**src/rtl/iodec_pkg.sv**
```systemverilog
// Package: shared types for the status-qualified I/O port decoder.
// Assumes: status and strobe signals are sampled as plain two-state levels.
package iodec_pkg;

    // Snapshot of the processor status and bus strobes for one cycle
    typedef struct packed {
        logic st_inp;
        logic st_out;
        logic dbin;
        logic wr_n;
    } bus_qual_t;

    // Input direction is qualified by input status and the read strobe
    function automatic logic read_qualified(bus_qual_t q);
        return q.st_inp && q.dbin;
    endfunction

    // Output direction is qualified by output status and the low write strobe
    function automatic logic write_qualified(bus_qual_t q);
        return q.st_out && !q.wr_n;
    endfunction

endpackage

```
**src/rtl/iodec_addr_match.sv**
```systemverilog
// Module: iodec_addr_match
// Splits the high address byte into a bank-match flag (all upper bits one)
// and the port index carried by the low SEL_W bits.
// Assumes: the port bank sits at the very top of the address space.
module iodec_addr_match #(
    parameter int ADDR_W = 8,
    parameter int SEL_W  = 3
) (
    input  logic [ADDR_W-1:0] addr,
    output logic              bank_hit,
    output logic [SEL_W-1:0]  port_sel
);
    localparam int MATCH_W = ADDR_W - SEL_W;

    logic [MATCH_W-1:0] upper_bits;

    // Separate the match field from the index field
    always_comb begin
        upper_bits = addr[ADDR_W-1:SEL_W];
        port_sel   = addr[SEL_W-1:0];
    end

    // Bank matches only when every upper bit is one
    always_comb begin
        bank_hit = &upper_bits;
    end
endmodule

```
**src/rtl/iodec_qualify.sv**
```systemverilog
// Module: iodec_qualify
// Combines bank match, bus qualifiers and the interrupt-acknowledge block
// into per-direction enables plus the memory page decoder enable.
// Assumes: inta is only honoured when the strap input allows it.
module iodec_qualify
    import iodec_pkg::*;
(
    input  bus_qual_t qual,
    input  logic      bank_hit,
    input  logic      inta,
    input  logic      inta_gate_en,
    output logic      rd_en,
    output logic      wr_en,
    output logic      mem_en
);
    logic ack_block;

    // Acknowledge cycle blocks decoding only when strapped in
    always_comb begin
        ack_block = inta_gate_en && inta;
    end

    // Per-direction enables from match, qualifiers and block
    always_comb begin
        rd_en = bank_hit && read_qualified(qual)  && !ack_block;
        wr_en = bank_hit && write_qualified(qual) && !ack_block;
    end

    // Memory page decoder runs only outside I/O and blocked cycles
    always_comb begin
        mem_en = !qual.st_inp && !qual.st_out && !ack_block;
    end
endmodule

```
**src/rtl/iodec_strobe_gen.sv**
```systemverilog
// Module: iodec_strobe_gen
// Expands a port index into 2**SEL_W active-low strobes, one-hot when
// enabled and all high otherwise.
// Assumes: sel is stable whenever en is high.
module iodec_strobe_gen #(
    parameter int SEL_W = 3
) (
    input  logic             en,
    input  logic [SEL_W-1:0] sel,
    output logic [(1<<SEL_W)-1:0] strobe_n
);
    localparam int N_PORTS = 1 << SEL_W;

    // One comparator per strobe line
    for (genvar g = 0; g < N_PORTS; g++) begin : g_line
        assign strobe_n[g] = !(en && (sel == SEL_W'(g)));
    end
endmodule

```
**src/rtl/status_io_port_decoder.sv**
```systemverilog
// Module: status_io_port_decoder (top)
// Decodes the high address byte of an I/O cycle into input and output port
// strobes, flags the interrupt port group and drives the memory page enable.
// Assumes: purely combinational use; outputs settle within the bus cycle.
module status_io_port_decoder #(
    parameter int ADDR_W       = 8,
    parameter int SEL_W        = 3,
    parameter int INT_GRP_SIZE = 4
) (
    input  logic [ADDR_W-1:0]     addr_hi,
    input  logic                  st_inp,
    input  logic                  st_out,
    input  logic                  dbin,
    input  logic                  wr_n,
    input  logic                  inta,
    input  logic                  inta_gate_en,
    output logic [(1<<SEL_W)-1:0] in_strobe_n,
    output logic [(1<<SEL_W)-1:0] out_strobe_n,
    output logic                  int_grp_sel,
    output logic                  mem_page_en
);
    import iodec_pkg::*;

    bus_qual_t        qual;
    logic             bank_hit;
    logic [SEL_W-1:0] port_sel;
    logic             rd_en;
    logic             wr_en;
    logic             in_grp;

    // Gather the bus qualifiers into one bundle
    always_comb begin
        qual = '{st_inp: st_inp, st_out: st_out, dbin: dbin, wr_n: wr_n};
    end

    iodec_addr_match #(.ADDR_W(ADDR_W), .SEL_W(SEL_W)) u_match (
        .addr     (addr_hi),
        .bank_hit (bank_hit),
        .port_sel (port_sel)
    );

    iodec_qualify u_qual (
        .qual         (qual),
        .bank_hit     (bank_hit),
        .inta         (inta),
        .inta_gate_en (inta_gate_en),
        .rd_en        (rd_en),
        .wr_en        (wr_en),
        .mem_en       (mem_page_en)
    );

    iodec_strobe_gen #(.SEL_W(SEL_W)) u_rd_strobes (
        .en       (rd_en),
        .sel      (port_sel),
        .strobe_n (in_strobe_n)
    );

    iodec_strobe_gen #(.SEL_W(SEL_W)) u_wr_strobes (
        .en       (wr_en),
        .sel      (port_sel),
        .strobe_n (out_strobe_n)
    );

    // Lower input ports form the interrupt group
    always_comb begin
        in_grp      = ({1'b0, port_sel} < (SEL_W+1)'(INT_GRP_SIZE));
        int_grp_sel = rd_en && in_grp;
    end
endmodule

```
**config.mk**
```make
export PLATFORM = sky130hd
export DESIGN_NAME = status_io_port_decoder
export DESIGN_NICKNAME = d
export VERILOG_FILES = /design/src/rtl/iodec_pkg.sv /design/src/rtl/iodec_addr_match.sv /design/src/rtl/iodec_qualify.sv /design/src/rtl/iodec_strobe_gen.sv /design/src/rtl/status_io_port_decoder.sv
export SDC_FILE = /design/constraint.sdc
export NUM_CORES = 1
export LEC_CHECK = 0
export CELL_PAD_IN_SITES_DETAIL_PLACEMENT = 1
export CELL_PAD_IN_SITES_GLOBAL_PLACEMENT = 1
export CORE_AREA = 2 2 39 41
export DETAILED_ROUTE_END_ITERATION = 6
export DIE_AREA = 0 0 41 43
export DONT_BUFFER_PORTS = 1
export PLACE_DENSITY = 0.41
export SLEW_MARGIN = 40
export SYNTH_ARGS = -nofsm -noshare
export SYNTH_HDL_FRONTEND = slang
export SYNTH_HIERARCHICAL = 1
export SYNTH_SLANG_ARGS = --single-unit
```
**constraint.sdc**
```tcl
create_clock -name vclk -period 2.64
set_input_delay 0.792 -clock vclk [all_inputs]
set_output_delay 0.792 -clock vclk [all_outputs]
set_load 0.1 [all_outputs]
```
==> results of run 1 <==
-- timing repair --
item                       CTS  global route
buffers inserted             1             0
resized for setup            4             2
pin swaps                    1             1
setup endpoints to repair    1             2
-- placed cells by master (no fill, tap or decap), drive strengths merged --
cell	count
buf	20
nand3	1
and4	1
nand4bb	6
or4b	2
nor2b	1
nor2	1
a211oi	1
nand2	2
nand4b	6
and4b	1
nand4	2
-- worst min-delay path by stage --
stage | from | to | slack (ns) | cells past startpoint
3_5_place_dp | addr_hi[2] | int_grp_sel | 1.76 | 2
6_report | addr_hi[2] | int_grp_sel | 1.76 | 2
3_3_place_gp | addr_hi[2] | int_grp_sel | 1.76 | 2
5_1_grt | addr_hi[2] | int_grp_sel | 1.76 | 2
2_1_floorplan | st_inp | mem_page_en | 1.76 | 1
4_1_cts | addr_hi[2] | int_grp_sel | 1.76 | 2
-- per-layer routing --
metal	part of all wire	routed length [um]	global-route usage	vias to the layer above
li1	-	-	-	150
met1	0.36	318	0.137	152
met2	0.55	490	0.191	18
met3	0.087	77	0.0105	0
met4	0	0	0	0
met5	0	0	0	-
-- cells by family (layout without fill, tap and decap cells) --
logic type / count (synthesis) / after routing / share of synthesized area
AOI/OAI and AO/OA: 1 / 1 / 0.0324
buffers and inverters: 3 / 20 / 0.0973
and+or+nand+nor: 23 / 23 / 0.870
-- layout make-up --
| type | instances | area share |
|---|---|---|
| multi-input cells | 24 | 0.474 |
| well taps | 16 | 0.0329 |
| repair buffers | 20 | 0.493 |
-- per-stage QoR --
| stage | setup TNS (ns) | cells |
|---|---|---|
| CTS | -0.0295 | 60 |
| detailed placement | -0.0938 | 59 |
| global placement | -0.0766 | 59 |
| global route | -0.0467 | 60 |
| finish | -0.0126 | 60 |
| floorplan | -3.35 | 27 |
-- worst max-delay path, stage by stage --
cell	delay (ns)
nand3_4	0.06
nor2_4	0.07
and4b_2	0.27
or4b_4	0.48
buf_12	0.18
-- power groups by stage --
stage	combinational, uW	clock [uW]	sequential, uW
after CTS	21.1	0	0
after detailed placement	20.2	0	0
after global placement	20.1	0	0
final	22.0	0	0
after floorplan	27.1	0	0
after global routing	22.7	0	0
==> qor.csv, run 1 <==
metric,value,unit
multi_input_area,289,um^2
num_rows,14,
grt_pass1_vias,316,
violations,negative setup slack,
tightest_slew,0.294,ns
hpwl,725,um
cap_violations,0,
p_leak,0.000220,uW
final.min_clock_period,2.65,ns
p_total,22.0,uW
path_max_fanout,3,
ff_latch_area,0,um^2
io_buffer_count,0,
num_vias,320,
finalMaxSlewViolations,0,
cp.arrival,1.86,ns
core_area,1380,um^2
dieWidth,41,um
grt_max_degree,18,
wire_per_inst,14.8,um
place_ws,-0.0938,ns
p_seq_frac,0,
p_comb_frac,1.000,
synthToLayoutAreaGrowth,163,%
grt-ovfl-total,0,
final_util,0.440,
crit_end,out_strobe_n[0],
drt_iter0_markers,0,
synth_common_cells,"nand4b_1, nand4bb_1, buf_4",
postRouteAntennaNets,0,
grt_antenna_before_repair,0,
synthesis.area,231,um^2
syn_inst,27,
grt_pass1_wl,1390,um
final_cell_area,609,um^2
post-route-period-util,1.00,
synth_area_per_cell,8.57,um^2
ys_top_cells_by_area,"nand4bb_1, nand4b_1, buf_4",
die-area,1760,um^2
die_h,43,um
rsz0062_at_grt,yes,
num_io_pins,32,
yosysTopAreaCellShare,0.292,
layout-drive-gt1-share,0.795,
via_per_inst,5.33,
hold_path.class,primary input to output pin,
setup_slack,-0.0126,ns
ys_types,12,
critPathRequiredTime,1.85,ns
gp_congestion,0.568,
nNetsFinal,60,
hold_ws,1.76,ns
power.internal,11.7,uW
p_sw,10.3,uW
yosys.area.top_type,nand4bb_1,
power.clock.fraction,0,
nClkBuffers,0,
ys_warn_count,6,
irDropWorstVdd,0.0410,mV
startpoint,addr_hi[7],
setup_viol,1,
grt_use_total,0.106,
critPathLaunchType,primary input,
yosysSeqAreaShare,0,
critPathKind,primary input to output pin,
routed_wl,885,um
placed_area,576,um^2
start_util,0.167,
hold_violations,0,
cp-end-kind,output pin,
max_slew_margin,0.805,
p_per_area,36.0,nW/um^2
first_pass_iters,1,
outcome,finished with violations,
synth_nets,41,
fmax,377,MHz
ctsHoldBuffers,0,
switching_share,0.468,
fillers,147,
route.detailed.drc,0,
n_antenna_cell,0,
seq_cell_count,0,
No activity file was read; power rests on OpenSTA's default activity.
==> inputs of run 2 (changes only) <==
--- a/config.mk
+++ b/config.mk
@@ -11,7 +11,7 @@
 export DETAILED_ROUTE_END_ITERATION = 6
 export DIE_AREA = 0 0 41 43
 export DONT_BUFFER_PORTS = 1
-export PLACE_DENSITY = 0.41
+export PLACE_DENSITY_LB_ADDON = 0.25
 export SLEW_MARGIN = 40
 export SYNTH_ARGS = -nofsm -noshare
 export SYNTH_HDL_FRONTEND = slang
==> run 2 against run 1 <==
  * The flow now finishes without violations
  * Non-clock buffer count decreased by 1
  * Sequential share of layout area unchanged
  * Setup slack improved by 0.019 ns
  * Sequential cell count did not move
  * Critical path type unchanged
  * Critical endpoint unchanged
  * Largest cell class unchanged
==> qor.csv, run 2 (synthesized netlist as in run 1, its figures left out) <==
metric,value,unit,change
num_io_pins,32,,unchanged
crit_path_top_delay_cell,or4b_4,,
cp-end-kind,output pin,,
final_cells,59,,-1.7%
grt_max_degree,18,,unchanged
crit_end,out_strobe_n[0],,
max_slew_margin,0.805,,about the same
die-area,1760,um^2,unchanged
nClkBuffers,0,,unchanged
rsz0062_at_grt,yes,,
cp.arrival,1.84,ns,-0.02 ns
first_pass_iters,2,,+1
fmax,380,MHz,+0.71%
p_total,22.0,uW,+0.28%
p_comb_frac,1.000,,about the same
dp.cells,59,,unchanged
gp_congestion,0.603,,+6.1%
finalSetupTns,0,ns,+0.0126 ns
critPathRequiredTime,1.85,ns,about the same
grt_antenna_before_repair,0,,unchanged
path_max_fanout,2,,-1
cts_setup_buffers,0,,-1
critPathLaunchType,primary input,,
drt_iter0_markers,2,,+2
hold_ws,1.76,ns,+0.00104 ns
post-route-period-util,0.998,,-0.00705
io_buffer_count,0,,unchanged
setup_viol,0,,-1
finalMaxSlewViolations,0,,unchanged
p_per_area,36.6,nW/um^2,+1.5%
power.internal,11.6,uW,-0.77%
fillers,147,,unchanged
p_seq_frac,0,,unchanged
ff_latch_area,0,um^2,unchanged
wire_per_inst,19.5,um,+32%
ctsHoldBuffers,0,,unchanged
routed_wl,1150,um,+30%
layout-drive-gt1-share,0.791,,-0.00476
crit_family,simple AND/OR/NAND/NOR gates,,
num_vias,324,,+1.3%
dieWidth,41,um,unchanged
irDropWorstVdd,0.0250,mV,-39%
grt_pass1_vias,329,,+4.1%
switching_share,0.474,,+0.00554
p_sw,10.4,uW,+1.5%
n_antenna_cell,0,,unchanged
outcome,"finished, final reports clean",,
crit_chain,nand3_4 -> nor2_4 -> and4b_2 -> or4b_4 -> buf_12,,
nNetsFinal,59,,-1.7%
postRouteAntennaNets,0,,unchanged
grt-ovfl-total,0,,unchanged
hold_path.class,primary input to output pin,,
crit_path_max_incr_delay,0.48,ns,about the same
final_common_cell,buf_12,,
seq_cell_count,0,,unchanged
core_area,1380,um^2,unchanged
critPathKind,primary input to output pin,,
p_leak,0.000215,uW,-2.5%
power.clock.fraction,0,,unchanged
mostFrequentLayoutCells,"buf_12, buf_4, nand4b_1, nand4bb_2",,
grt_use_total,0.149,,+0.0430
hpwl,955,um,+32%
route.detailed.drc,0,,unchanged
cp_num_cells,5,,unchanged
final.min_clock_period,2.63,ns,-0.0186 ns
synthToLayoutAreaGrowth,160,%,
multi_input_area,289,um^2,unchanged
via_per_inst,5.49,,+3.0%
tightest_slew,0.294,ns,+0.000487 ns
cap_violations,0,,unchanged
grt_pass1_wl,1840,um,+32%
start_util,0.167,,unchanged
num_rows,14,,unchanged
worst-path-buf-inv,1,,unchanged
die_h,43,um,unchanged
startpoint,addr_hi[7],,
hold_violations,0,,unchanged
==> run 2: changes by cell type in the layout (fill, tap and decap cells not counted), sizes merged <==
cell / before / now
buf: 20 / 19
==> run 2: worst min-delay path by stage <==
stage,end,slack (ns),startpoint,depth (start not counted)
after global placement,int_grp_sel,1.76,addr_hi[2],2
after detailed placement,int_grp_sel,1.76,addr_hi[2],2
final,int_grp_sel,1.76,addr_hi[2],2
after global routing,int_grp_sel,1.77,addr_hi[2],2
after floorplan,mem_page_en,1.76,st_inp,1
after CTS,int_grp_sel,1.76,addr_hi[2],2
==> run 2: layout make-up <==
cell class / instances / share of cell area
Tap cell: 16 / 0.0333
Multi-Input combinational cell: 24 / 0.480
Timing Repair Buffer: 19 / 0.486
==> run 2: metal layers <==
layer,vias up,track usage,part of all wire
li1,148,-,-
met1,151,0.140,0.27
met2,21,0.281,0.60
met3,4,0.0471,0.10
met4,0,0.0400,0.034
met5,-,0,0
==> run 2: through the flow <==
stage,setup slack (ns),util,area [um^2]
floorplan,-0.335,-,278
global placement,-0.0217,0.416,576
detailed placement,-0.0641,0.416,576
CTS,-0.00802,0.428,592
global route,-0.0371,0.435,602
finish,0.00605,0.435,602
==> run 2: power by group through the flow <==
stage | registers, uW | clock network, uW | logic, uW
global route | 0 | 0 | 22.8
global placement | 0 | 0 | 20.0
CTS | 0 | 0 | 21.1
detailed placement | 0 | 0 | 20.2
floorplan | 0 | 0 | 27.1
finish | 0 | 0 | 22.0
==> run 2: timing repair <==
| action | in CTS | in global routing |
|---|---|---|
| gates resized for setup | 4 | 2 |
| endpoints found under the setup margin | 1 | 1 |
| pin swaps | 1 | 1 |
| cloned | 0 | 0 |
